$ cat src/rtl/trig_dly_pkg.sv
package trig_dly_pkg;
  localparam int NUM_SRC  = 8;
  localparam int SEL_W    = $clog2(NUM_SRC);
  localparam int NUM_CH   = 2;
  localparam int ADDR_W   = 3;
  localparam int SRC_SW   = 2;
  localparam int CTL_EN   = 0;
  localparam int CTL_CH0  = 1;
  localparam int CTL_SEL0 = 4;
  localparam int CTL_SW   = 8;

  typedef enum logic [ADDR_W-1:0] {
    ADDR_CTRL = 3'd0,
    ADDR_APRE = 3'd1,
    ADDR_ATRG = 3'd2,
    ADDR_BPRE = 3'd3,
    ADDR_BTRG = 3'd4
  } reg_addr_e;
endpackage

$ cat src/rtl/trig_dly_regs.sv
module trig_dly_regs
  import trig_dly_pkg::*;
#(
  parameter int DW = 16
) (
  input  logic                       clk,
  input  logic                       rst_n,
  input  logic                       wr_en,
  input  logic [ADDR_W-1:0]          wr_addr,
  input  logic [DW-1:0]              wr_data,
  output logic                       glob_en,
  output logic [NUM_CH-1:0]          ch_en,
  output logic [SEL_W-1:0]           src_sel,
  output logic                       sw_pulse,
  output logic [NUM_CH-1:0][DW-1:0]  pre_dly,
  output logic [NUM_CH-1:0][DW-1:0]  trg_dly
);
  logic                      glob_en_d;
  logic [NUM_CH-1:0]         ch_en_d;
  logic [SEL_W-1:0]          src_sel_d;
  logic                      sw_pulse_d;
  logic [NUM_CH-1:0][DW-1:0] pre_dly_d;
  logic [NUM_CH-1:0][DW-1:0] trg_dly_d;

  always_comb begin
    glob_en_d  = glob_en;
    ch_en_d    = ch_en;
    src_sel_d  = src_sel;
    sw_pulse_d = 1'b0;
    pre_dly_d  = pre_dly;
    trg_dly_d  = trg_dly;
    if (wr_en) begin
      if (wr_addr == ADDR_CTRL) begin
        glob_en_d  = wr_data[CTL_EN];
        ch_en_d    = wr_data[CTL_CH0 +: NUM_CH];
        src_sel_d  = wr_data[CTL_SEL0 +: SEL_W];
        sw_pulse_d = wr_data[CTL_SW];
      end
      for (int c = 0; c < NUM_CH; c++) begin
        if (wr_addr == ADDR_W'(1 + 2 * c)) pre_dly_d[c] = wr_data;
        if (wr_addr == ADDR_W'(2 + 2 * c)) trg_dly_d[c] = wr_data;
      end
    end
  end

  always_ff @(posedge clk or negedge rst_n) begin
    if (!rst_n) begin
      glob_en  <= 1'b0;
      ch_en    <= '0;
      src_sel  <= '0;
      sw_pulse <= 1'b0;
      pre_dly  <= '0;
      trg_dly  <= '0;
    end else begin
      glob_en  <= glob_en_d;
      ch_en    <= ch_en_d;
      src_sel  <= src_sel_d;
      sw_pulse <= sw_pulse_d;
      pre_dly  <= pre_dly_d;
      trg_dly  <= trg_dly_d;
    end
  end

  // the software pulse only follows a register write
  assert_sw_from_write_R8: assert property (@(posedge clk) disable iff (!rst_n)
    sw_pulse |-> $past(wr_en));
endmodule

$ cat src/rtl/trig_dly_src.sv
module trig_dly_src
  import trig_dly_pkg::*;
(
  input  logic               clk,
  input  logic               rst_n,
  input  logic [NUM_SRC-1:0] src_trig,
  input  logic               sw_pulse,
  input  logic [SEL_W-1:0]   src_sel,
  output logic               start_edge
);
  logic [NUM_SRC-1:0] src_vec;
  logic               sel_lvl;
  logic               sel_prev;

  always_comb begin
    src_vec         = src_trig;
    src_vec[SRC_SW] = sw_pulse;
  end

  assign sel_lvl    = src_vec[src_sel];
  assign start_edge = sel_lvl & ~sel_prev;

  always_ff @(posedge clk or negedge rst_n) begin
    if (!rst_n) sel_prev <= 1'b0;
    else        sel_prev <= sel_lvl;
  end

  // a detected edge is never seen two cycles running
  assert_edge_single_R2: assert property (@(posedge clk) disable iff (!rst_n)
    start_edge |=> !start_edge);
endmodule

$ cat src/rtl/trig_dly_seq.sv
module trig_dly_seq #(
  parameter int W = 16
) (
  input  logic         clk,
  input  logic         rst_n,
  input  logic         glob_en,
  input  logic         start,
  input  logic [W-1:0] end_val,
  output logic         running,
  output logic [W-1:0] cnt
);
  logic         run_d;
  logic [W-1:0] cnt_d;
  logic         cnt_ce;

  always_comb begin
    run_d  = running;
    cnt_d  = cnt;
    cnt_ce = 1'b0;
    if (!glob_en) begin
      run_d  = 1'b0;
      cnt_d  = '0;
      cnt_ce = 1'b1;
    end else if (running) begin
      if (cnt >= end_val) begin
        run_d = 1'b0;
      end else begin
        cnt_d  = cnt + W'(1);
        cnt_ce = 1'b1;
      end
    end else if (start) begin
      run_d  = 1'b1;
      cnt_d  = '0;
      cnt_ce = 1'b1;
    end
  end

  always_ff @(posedge clk or negedge rst_n) begin
    if (!rst_n) begin
      running <= 1'b0;
      cnt     <= '0;
    end else begin
      running <= run_d;
      if (cnt_ce) cnt <= cnt_d;
    end
  end

  // clearing the global enable stops the sequence
  assert_abort_R7: assert property (@(posedge clk) disable iff (!rst_n)
    !glob_en |=> !running);

  // an edge during a run does not restart the count
  assert_ignore_edge_R6: assert property (@(posedge clk) disable iff (!rst_n)
    (running && start && glob_en && (cnt < end_val)) |=> (running && (cnt == $past(cnt) + W'(1))));

  // the run ends once the last delay has been reached
  assert_seq_end_R6: assert property (@(posedge clk) disable iff (!rst_n)
    (running && (cnt >= end_val)) |=> !running);
endmodule

$ cat src/rtl/trig_dly_chan.sv
module trig_dly_chan #(
  parameter int W = 16
) (
  input  logic         clk,
  input  logic         rst_n,
  input  logic         running,
  input  logic [W-1:0] cnt,
  input  logic [W-1:0] pre_dly,
  input  logic [W-1:0] trg_dly,
  input  logic         glob_en,
  input  logic         ch_en,
  output logic         pre_o,
  output logic         trg_o,
  output logic [W-1:0] eff_trg
);
  logic act;

  assign eff_trg = (trg_dly < pre_dly) ? pre_dly : trg_dly;
  assign act     = glob_en & ch_en & running;
  assign pre_o   = act && (cnt == pre_dly);
  assign trg_o   = act && (cnt == eff_trg);

  // pre-trigger is a single-cycle pulse
  assert_pre_single_R3: assert property (@(posedge clk) disable iff (!rst_n)
    pre_o |=> !pre_o);

  // trigger is a single-cycle pulse
  assert_trg_single_R4: assert property (@(posedge clk) disable iff (!rst_n)
    trg_o |=> !trg_o);

  // trigger never comes before the pre-trigger point
  assert_trg_order_R4: assert property (@(posedge clk) disable iff (!rst_n)
    trg_o |-> (cnt >= pre_dly));
endmodule

$ cat src/rtl/trig_dly_top.sv
module trig_dly_top
  import trig_dly_pkg::*;
#(
  parameter int DLY_W = 16
) (
  input  logic               clk,
  input  logic               rst_n,
  input  logic [NUM_SRC-1:0] src_trig,
  input  logic               wr_en,
  input  logic [ADDR_W-1:0]  wr_addr,
  input  logic [DLY_W-1:0]   wr_data,
  output logic               pre_a,
  output logic               trig_a,
  output logic               pre_b,
  output logic               trig_b
);
  logic [1:0]                   rst_pipe;
  logic                         rst_sync_n;
  logic                         glob_en;
  logic [NUM_CH-1:0]            ch_en;
  logic [SEL_W-1:0]             src_sel;
  logic                         sw_pulse;
  logic [NUM_CH-1:0][DLY_W-1:0] pre_dly;
  logic [NUM_CH-1:0][DLY_W-1:0] trg_dly;
  logic [NUM_CH-1:0][DLY_W-1:0] eff_v;
  logic [NUM_CH-1:0]            pre_v;
  logic [NUM_CH-1:0]            trg_v;
  logic                         start_edge;
  logic                         running;
  logic [DLY_W-1:0]             cnt;
  logic [DLY_W-1:0]             end_val;

  always_ff @(posedge clk or negedge rst_n) begin
    if (!rst_n) rst_pipe <= '0;
    else        rst_pipe <= {rst_pipe[0], 1'b1};
  end
  assign rst_sync_n = rst_pipe[1];

  trig_dly_regs #(.DW(DLY_W)) u_regs (
    .clk      (clk),
    .rst_n    (rst_sync_n),
    .wr_en    (wr_en),
    .wr_addr  (wr_addr),
    .wr_data  (wr_data),
    .glob_en  (glob_en),
    .ch_en    (ch_en),
    .src_sel  (src_sel),
    .sw_pulse (sw_pulse),
    .pre_dly  (pre_dly),
    .trg_dly  (trg_dly)
  );

  trig_dly_src u_src (
    .clk        (clk),
    .rst_n      (rst_sync_n),
    .src_trig   (src_trig),
    .sw_pulse   (sw_pulse),
    .src_sel    (src_sel),
    .start_edge (start_edge)
  );

  always_comb begin
    end_val = '0;
    for (int c = 0; c < NUM_CH; c++) begin
      if (eff_v[c] > end_val) end_val = eff_v[c];
    end
  end

  trig_dly_seq #(.W(DLY_W)) u_seq (
    .clk     (clk),
    .rst_n   (rst_sync_n),
    .glob_en (glob_en),
    .start   (start_edge),
    .end_val (end_val),
    .running (running),
    .cnt     (cnt)
  );

  for (genvar g = 0; g < NUM_CH; g++) begin : g_ch
    trig_dly_chan #(.W(DLY_W)) u_ch (
      .clk     (clk),
      .rst_n   (rst_sync_n),
      .running (running),
      .cnt     (cnt),
      .pre_dly (pre_dly[g]),
      .trg_dly (trg_dly[g]),
      .glob_en (glob_en),
      .ch_en   (ch_en[g]),
      .pre_o   (pre_v[g]),
      .trg_o   (trg_v[g]),
      .eff_trg (eff_v[g])
    );
  end

  assign pre_a  = pre_v[0];
  assign trig_a = trg_v[0];
  assign pre_b  = pre_v[1];
  assign trig_b = trg_v[1];

  // while reset is held, every output stays low
  assert_reset_quiet_R10: assert property (@(posedge clk)
    !rst_sync_n |-> !(pre_a || trig_a || pre_b || trig_b));
endmodule

$ cat config.mk
export PLATFORM = sky130hd
export DESIGN_NAME = trig_dly_top
export DESIGN_NICKNAME = d
export VERILOG_FILES = /design/src/rtl/trig_dly_pkg.sv /design/src/rtl/trig_dly_regs.sv /design/src/rtl/trig_dly_src.sv /design/src/rtl/trig_dly_seq.sv /design/src/rtl/trig_dly_chan.sv /design/src/rtl/trig_dly_top.sv
export SDC_FILE = /design/constraint.sdc
export NUM_CORES = 1
export LEC_CHECK = 0
export BUFFER_PORTS_ARGS = -buffer_cell sky130_fd_sc_hd__buf_4
export CAP_MARGIN = 5
export CORE_ASPECT_RATIO = 1.5
export CORE_MARGIN = 4
export CORE_UTILIZATION = 55
export DETAILED_ROUTE_END_ITERATION = 12
export HOLD_SLACK_MARGIN = 0.08
export PLACE_DENSITY_LB_ADDON = 0.08
export SYNTH_ARGS = -nofsm -noshare
export SYNTH_HDL_FRONTEND = slang
export SYNTH_SLANG_ARGS = --single-unit
$ cat constraint.sdc
create_clock -name clk -period 3.01 [get_ports clk]
set_clock_uncertainty 0.1 [all_clocks]
set_input_delay 0.4515 -clock clk [delete_from_list [all_inputs] [get_ports clk]]
set_output_delay 0.4515 -clock clk [all_outputs]
set_load 0.01 [all_outputs]
## Word level (Yosys, flattened, before mapping)

Index checks and enable logic that the tools add are counted.

- Bits in registers: 91
- Input port bits: 30
- Output and inout port bits: 4

- Magnitude comparators: 6
- $add $sub $neg: 1
- Equal/unequal tests: 10
- Multiplexer cells: 17
- Reduce and logical (&&, ||, !) cells: 11
- Bitwise logic cells: 6

Operators by type and width:

| operator | count |
|---|---|
| $mux W16 | 8 |
| $eq A16 B16 Y1 | 4 |
| $lt A16 B16 Y1 | 2 |
| $add A16 B1 Y16 const B | 1 |
| $ge A16 B16 Y1 | 1 |
| $gt A16 B1 Y1 const B | 1 |
| $gt A16 B16 Y1 | 1 |
| $reduce_and A2 Y1 | 5 |
| $mux W1 | 8 |
| $eq A3 B2 Y1 const B | 2 |
| $and A1 B1 Y1 | 5 |
| $logic_and A1 B1 Y1 | 4 |
| $lt A3 B4 Y1 const B | 1 |
| $bmux W1 S3 | 1 |
| $eq A3 B1 Y1 const B | 1 |
| $eq A3 B3 Y1 const B | 1 |
| $logic_not A3 Y1 | 1 |
| $ne A3 B2 Y1 const B | 1 |
| $ne A3 B3 Y1 const B | 1 |
| $reduce_and A3 Y1 | 1 |
| $not A1 Y1 | 1 |

## Longest topological paths before layout

- Word-level depth: 11
- Gate-level depth with buffers: 30
- Depth with buffers taken out: 27

## By module

From an unflattened synthesis, not the netlist that was laid out.

- Cell total of the unflattened synthesis: 727
- Area total of the unflattened synthesis: 7334.5 sq um

By module, submodules not included:

| module | cells an instance | seq. area each (sq um) | times used | area an instance (sq um) |
|---|---|---|---|---|
| trig_dly_regs | 154 | 1776.7 | 1 | 2805.2 |
| trig_dly_chan | 151 | 0.0 | 2 | 1072.3 |
| trig_dly_seq | 179 | 425.4 | 1 | 1539.0 |
| trig_dly_top | 83 | 50.0 | 1 | 743.2 |
| trig_dly_src | 9 | 25.0 | 1 | 102.6 |

## Worst setup path after synthesis

No wires, ideal clock.

- Kind: register -> register
- From: register u_regs.trg_dly[14] in the netlist's numbering
- To: register u_seq.cnt[10]
- Library setup time: 82 ps
- Path slack: -3007 ps
- Cell stages (with the launch flop): 27
- Path buffers: 4
- Data arrival time: 5835 ps
- Required time: 2828 ps
- Cell sequence: dfrtp_1 -> ha_1 -> nand4_2 -> nor2_2 -> or4b_4 -> o211ai_4 -> buf_6 -> buf_6 -> a21oi_1 -> ha_1 -> nor2b_1 -> o21a_1 -> o21ai_0 -> a21oi_1 -> a31oi_1 -> nor3_1 -> o21ai_1 -> buf_2 -> mux2_2 -> ha_1 -> and4_1 -> a221o_1 -> a211oi_1 -> o2111ai_1 -> clkbuf_1 -> or3_1 -> a31oi_1

- Cells in the longest elaborated chain, start to end: 11

RTL lines:

| element | RTL line | RTL |
|---|---|---|
| start: declaration | trig_dly_regs.sv:16 | `output logic [NUM_CH-1:0][DW-1:0] trg_dly` |
| start signal: assignment | trig_dly_regs.sv:60 | `trg_dly <= trg_dly_d;` |
| $lt A16 B16 Y1 | trig_dly_chan.sv:18 | `assign eff_trg = (trg_dly < pre_dly) ? pre_dly : trg_dly;` |
| $mux W16 (*) | trig_dly_chan.sv:18 |  |
| $gt A16 B1 Y1 | trig_dly_top.sv:65 | `if (eff_v[c] > end_val) end_val = eff_v[c];` |
| $mux W16 (*) | trig_dly_top.sv:65 |  |
| $gt A16 B16 Y1 | trig_dly_top.sv:65 |  |
| $mux W16 (*) | trig_dly_top.sv:65 |  |
| $ge A16 B16 Y1 (*) | trig_dly_seq.sv:25 | `if (cnt >= end_val) begin` |
| $mux W1 | trig_dly_seq.sv:25 |  |
| $mux W1 | trig_dly_seq.sv:24 | `end else if (running) begin` |
| $mux W1 | trig_dly_seq.sv:20 | `if (!glob_en) begin` |
| $reduce_and A3 Y1 (no source line) (*) | - |  |
| end signal: assignment | trig_dly_seq.sv:44 | `if (cnt_ce) cnt <= cnt_d;` |
| end: declaration | trig_dly_seq.sv:10 | `output logic [W-1:0] cnt` |

Every way passes the cells marked *; elsewhere a longest branch is shown, timed or not.
A chain may end at the register's enable or synchronous reset.

## Worst setup path after layout

- From: register u_regs.pre_dly[9] in the netlist's numbering
- To: register u_seq.cnt[15]

- Cells in the longest elaborated chain, start to end: 11

RTL lines:

| element | RTL line | RTL |
|---|---|---|
| start: declaration | trig_dly_regs.sv:15 | `output logic [NUM_CH-1:0][DW-1:0] pre_dly,` |
| start signal: assignment | trig_dly_regs.sv:59 | `pre_dly <= pre_dly_d;` |
| $lt A16 B16 Y1 | trig_dly_chan.sv:18 |  |
| $mux W16 (*) | trig_dly_chan.sv:18 |  |
| $gt A16 B1 Y1 | trig_dly_top.sv:65 |  |
| $mux W16 (*) | trig_dly_top.sv:65 |  |
| $gt A16 B16 Y1 | trig_dly_top.sv:65 |  |
| $mux W16 (*) | trig_dly_top.sv:65 |  |
| $ge A16 B16 Y1 (*) | trig_dly_seq.sv:25 |  |
| $mux W1 | trig_dly_seq.sv:25 |  |
| $mux W1 | trig_dly_seq.sv:24 |  |
| $mux W1 | trig_dly_seq.sv:20 |  |
| $reduce_and A3 Y1 (no source line) (*) | - |  |

Marked as above.

==> metrics.md <==
| Metric | Value |
|---|---|
| Synth warnings | 0 |
| CP startpoint kind | register |
| Die Area | 13800 um2 |
| Tot Pwr | 0.00792 W |
| Mean post-synth cell area | 9.38 um2 |
| Clk sinks | 91 |
| Worst hold path type | in -> reg |
| First-pass GRT wire length | 34300 um |
| Most common cell in the netlist | dfrtp_1 |
| Hold Worst Slack | 0.249 ns |
| Fin crit period | 5.94 ns |
| Vias in the first global route | 6598 |
| Die width | 97.4 um |
| Max Slew Vio Count | 0 |
| WL/cell | 20.6 um |
| Netlist cell types | 55 |
| Req. time, crit path | 3.15 ns |
| Num CTS Buffers | 9 |
| Clock Pin Slew Worst Setup and Hold Paths | 0.07 ns |
| CP max FO | 7 |
| Post-route insts no fill | 1070 |
| Syn nets | 795 |
| Yosys reg bits | 91 |
| Port bufs | 32 |
| Ys async rst share | 1.00 |
| Final count of hold timing violations | 0 |
| GR Overflow Total | 0 |
| Initial core utilization | 0.568 |
| GRT Total Usage | 0.320 |
| CP endpoint kind | register |
| Final setup viols | 19 |
| Crit path kind | reg -> reg |
| Core area | 11600 um2 |
| Pin count of the biggest net entering global routing | 90 |
| Top cells by count, synth | 91 x dfrtp_1, 65 x mux2_2, 63 x ha_1 |
| Mapped Area | 6590 um2 |
| TritonCTS clock tree | done |
| Final Cycle Share | 1.97 |
| Ranking of synthesized cells by area | dfrtp_1 35%, ha_1 12%, mux2_2 11% |
| Register area share after synthesis | 0.346 |
| Layout area overhead | 41.5% |
| CP most frequent cell | ha_4 |
| Core Rows | 48 |
| Worst path bufs/invs | 5 |
| Initial antenna violation count | 0 |
| Clock Tree Buf Depth | 2 |
| DRT antenna net count | 0 |
| Max cap viols | 0 |
| Total Wirelength | 22000 um |
| Clk Latency, worst-skew pair | 0.36 ns |
| Dpl cells | 1026 |
| Share of the synthesized area in the top cell type | 0.346 |
| Slowest CP cell | or4_4 |
| Status | finished with violations |
| Worst EP arrival | 6.09 ns |
| Pre-antenna DRT Iters | 5 |
| Clock Tree Root | clkbuf_16 |
| DRC | 0 |
| Worst path max stage delay | 0.55 ns |
| LEAKAGE | 4.37 nW |
| Failing checks | negative setup slack |
| Count of nets after finishing | 1008 |
| H-tree depth | 3 |
| CP top delay family | compound AO/OA/AOI/OAI gates |
| IO Pins | 34 |
| RSZ-0062 raised after global routing | true |
| Final core occ | 0.804 |
| Power per cell area | 851 nW/um2 |
| Post-synth EDFFs | 0 |
| Max VDD drop | 0.451 mV |
| Critical path origin | u_regs.pre_dly[9] |
| Die Y | 142 um |
| Fmax | 0.168 GHz |
| Final Worst Setup Slack | -2.93 ns |
| Hold path start | wr_data[0] |
| Top_reg_cell synth | dfrtp_1 |
| Vias/cell | 5.84 |
| Cells after synthesis | 702 |
| Vias | 6248 |
| Routability cong. | 0.969 |
| Reg2reg start | u_regs.pre_dly[9] |
| Layout cells sized above 1 | 0.439 |
| # fillers | 741 |
| Antenna diode count | 0 |
| Leading area contributor after synthesis | dfrtp_1 |
| Drt first-iter violations | 316 |
| DP Wirelength | 16500 um |
==> tightest hold or removal path, stage by stage <==
cell and delay, ns:
buf_4 0.11, nand2_1 0.05, o21ai_0 0.06
==> cell families after synthesis <==
kind of cell | share of synthesized area
xor+xnor | 0.0612
buf+inv | 0.0604
other cells | 0.000569
mux | 0.132
simple gates | 0.131
fa+ha+maj | 0.120
compound gates | 0.149
flops | 0.346
==> state kept, by name, indices dropped and copies added (netlist names) <==
signal           flops
u_regs.sw_pulse      1
u_src.sel_prev       1
u_regs.pre_dly      32
u_regs.src_sel       3
u_seq.cnt           16
u_seq.running        1
u_regs.ch_en         2
u_regs.glob_en       1
u_regs.trg_dly      32
rst_pipe             2
==> final cells by class <==
| class | count | area [um2] | share of cell area |
|---|---|---|---|
| clock buffers | 11 | 243 | 0.0261 |
| clock inverters | 5 | 35.0 | 0.00376 |
| well taps | 150 | 188 | 0.0201 |
| flip-flops and latches | 91 | 2280 | 0.245 |
| inverters | 60 | 225 | 0.0242 |
| repair buffers | 237 | 1950 | 0.210 |
| multi-input cells | 516 | 4390 | 0.472 |
==> routing by layer <==
layer	up-vias	global-route usage	wire length, um
li1	2922	-	-
met1	3050	0.377	8480
met2	206	0.578	11500
met3	70	0.0324	889
met4	0	0.162	1170
met5	-	0	0
==> per-stage QoR <==
stage / setup TNS, ns / instance area (um2) / worst slack (ns)
after detailed placement: -51.34 / 8350 / -3.05
after global placement: -49.90 / 8350 / -2.95
after global routing: -52.82 / 9320 / -3.11
after floorplan: -43.39 / 6720 / -2.61
final: -49.80 / 9320 / -2.93
after CTS: -47.25 / 9160 / -2.81
==> final timing paths <==
path                                      end  slack, ns  cells past startpoint
hold reg to reg            u_regs.trg_dly[14]       0.26                      1
max in group asynchronous      u_src.sel_prev       2.16                      1
hold / removal                 u_regs.glob_en       0.25                      3
setup reg to reg                u_seq.cnt[15]      -2.93                     26
min in group asynchronous  u_regs.trg_dly[14]       0.26                      1
setup / recovery                u_seq.cnt[15]      -2.93                     26
==> power by group <==
| group | internal [W] | switching [W] | leakage (nW) |
|---|---|---|---|
| Clock | 0.000586 | 0.000497 | 0.136 |
| Combinational | 0.00277 | 0.00245 | 3.10 |
| Sequential | 0.00145 | 0.000173 | 1.13 |
| Total | 0.00480 | 0.00312 | 4.37 |
==> layout by cell type (no fill, tap or decap), drive strengths merged, types with 8 or more instances in the layout <==
cell type / instances
dfrtp: 91
a21oi: 51
ha: 63
o21a: 10
nand2: 58
nor2: 34
mux2: 65
buf: 236
clkbuf: 11
nand4: 16
inv: 62
or3: 10
a31oi: 12
xnor2: 28
mux2i: 9
and3: 9
xor2: 18
a21o: 8
o21ai: 40
nand3: 11
==> repair_timing <==
action / CTS / global route
endpoints found under the setup margin: 20 / 20
endpoints found under the hold margin: 2 / 0
hold buffers: 1 / 0
buffers inserted: 22 / 7
cloned: 2 / 0
gates resized for setup: 69 / 28
pin swaps: 26 / 23
Note: power is estimated with default switching activity, not from simulation.
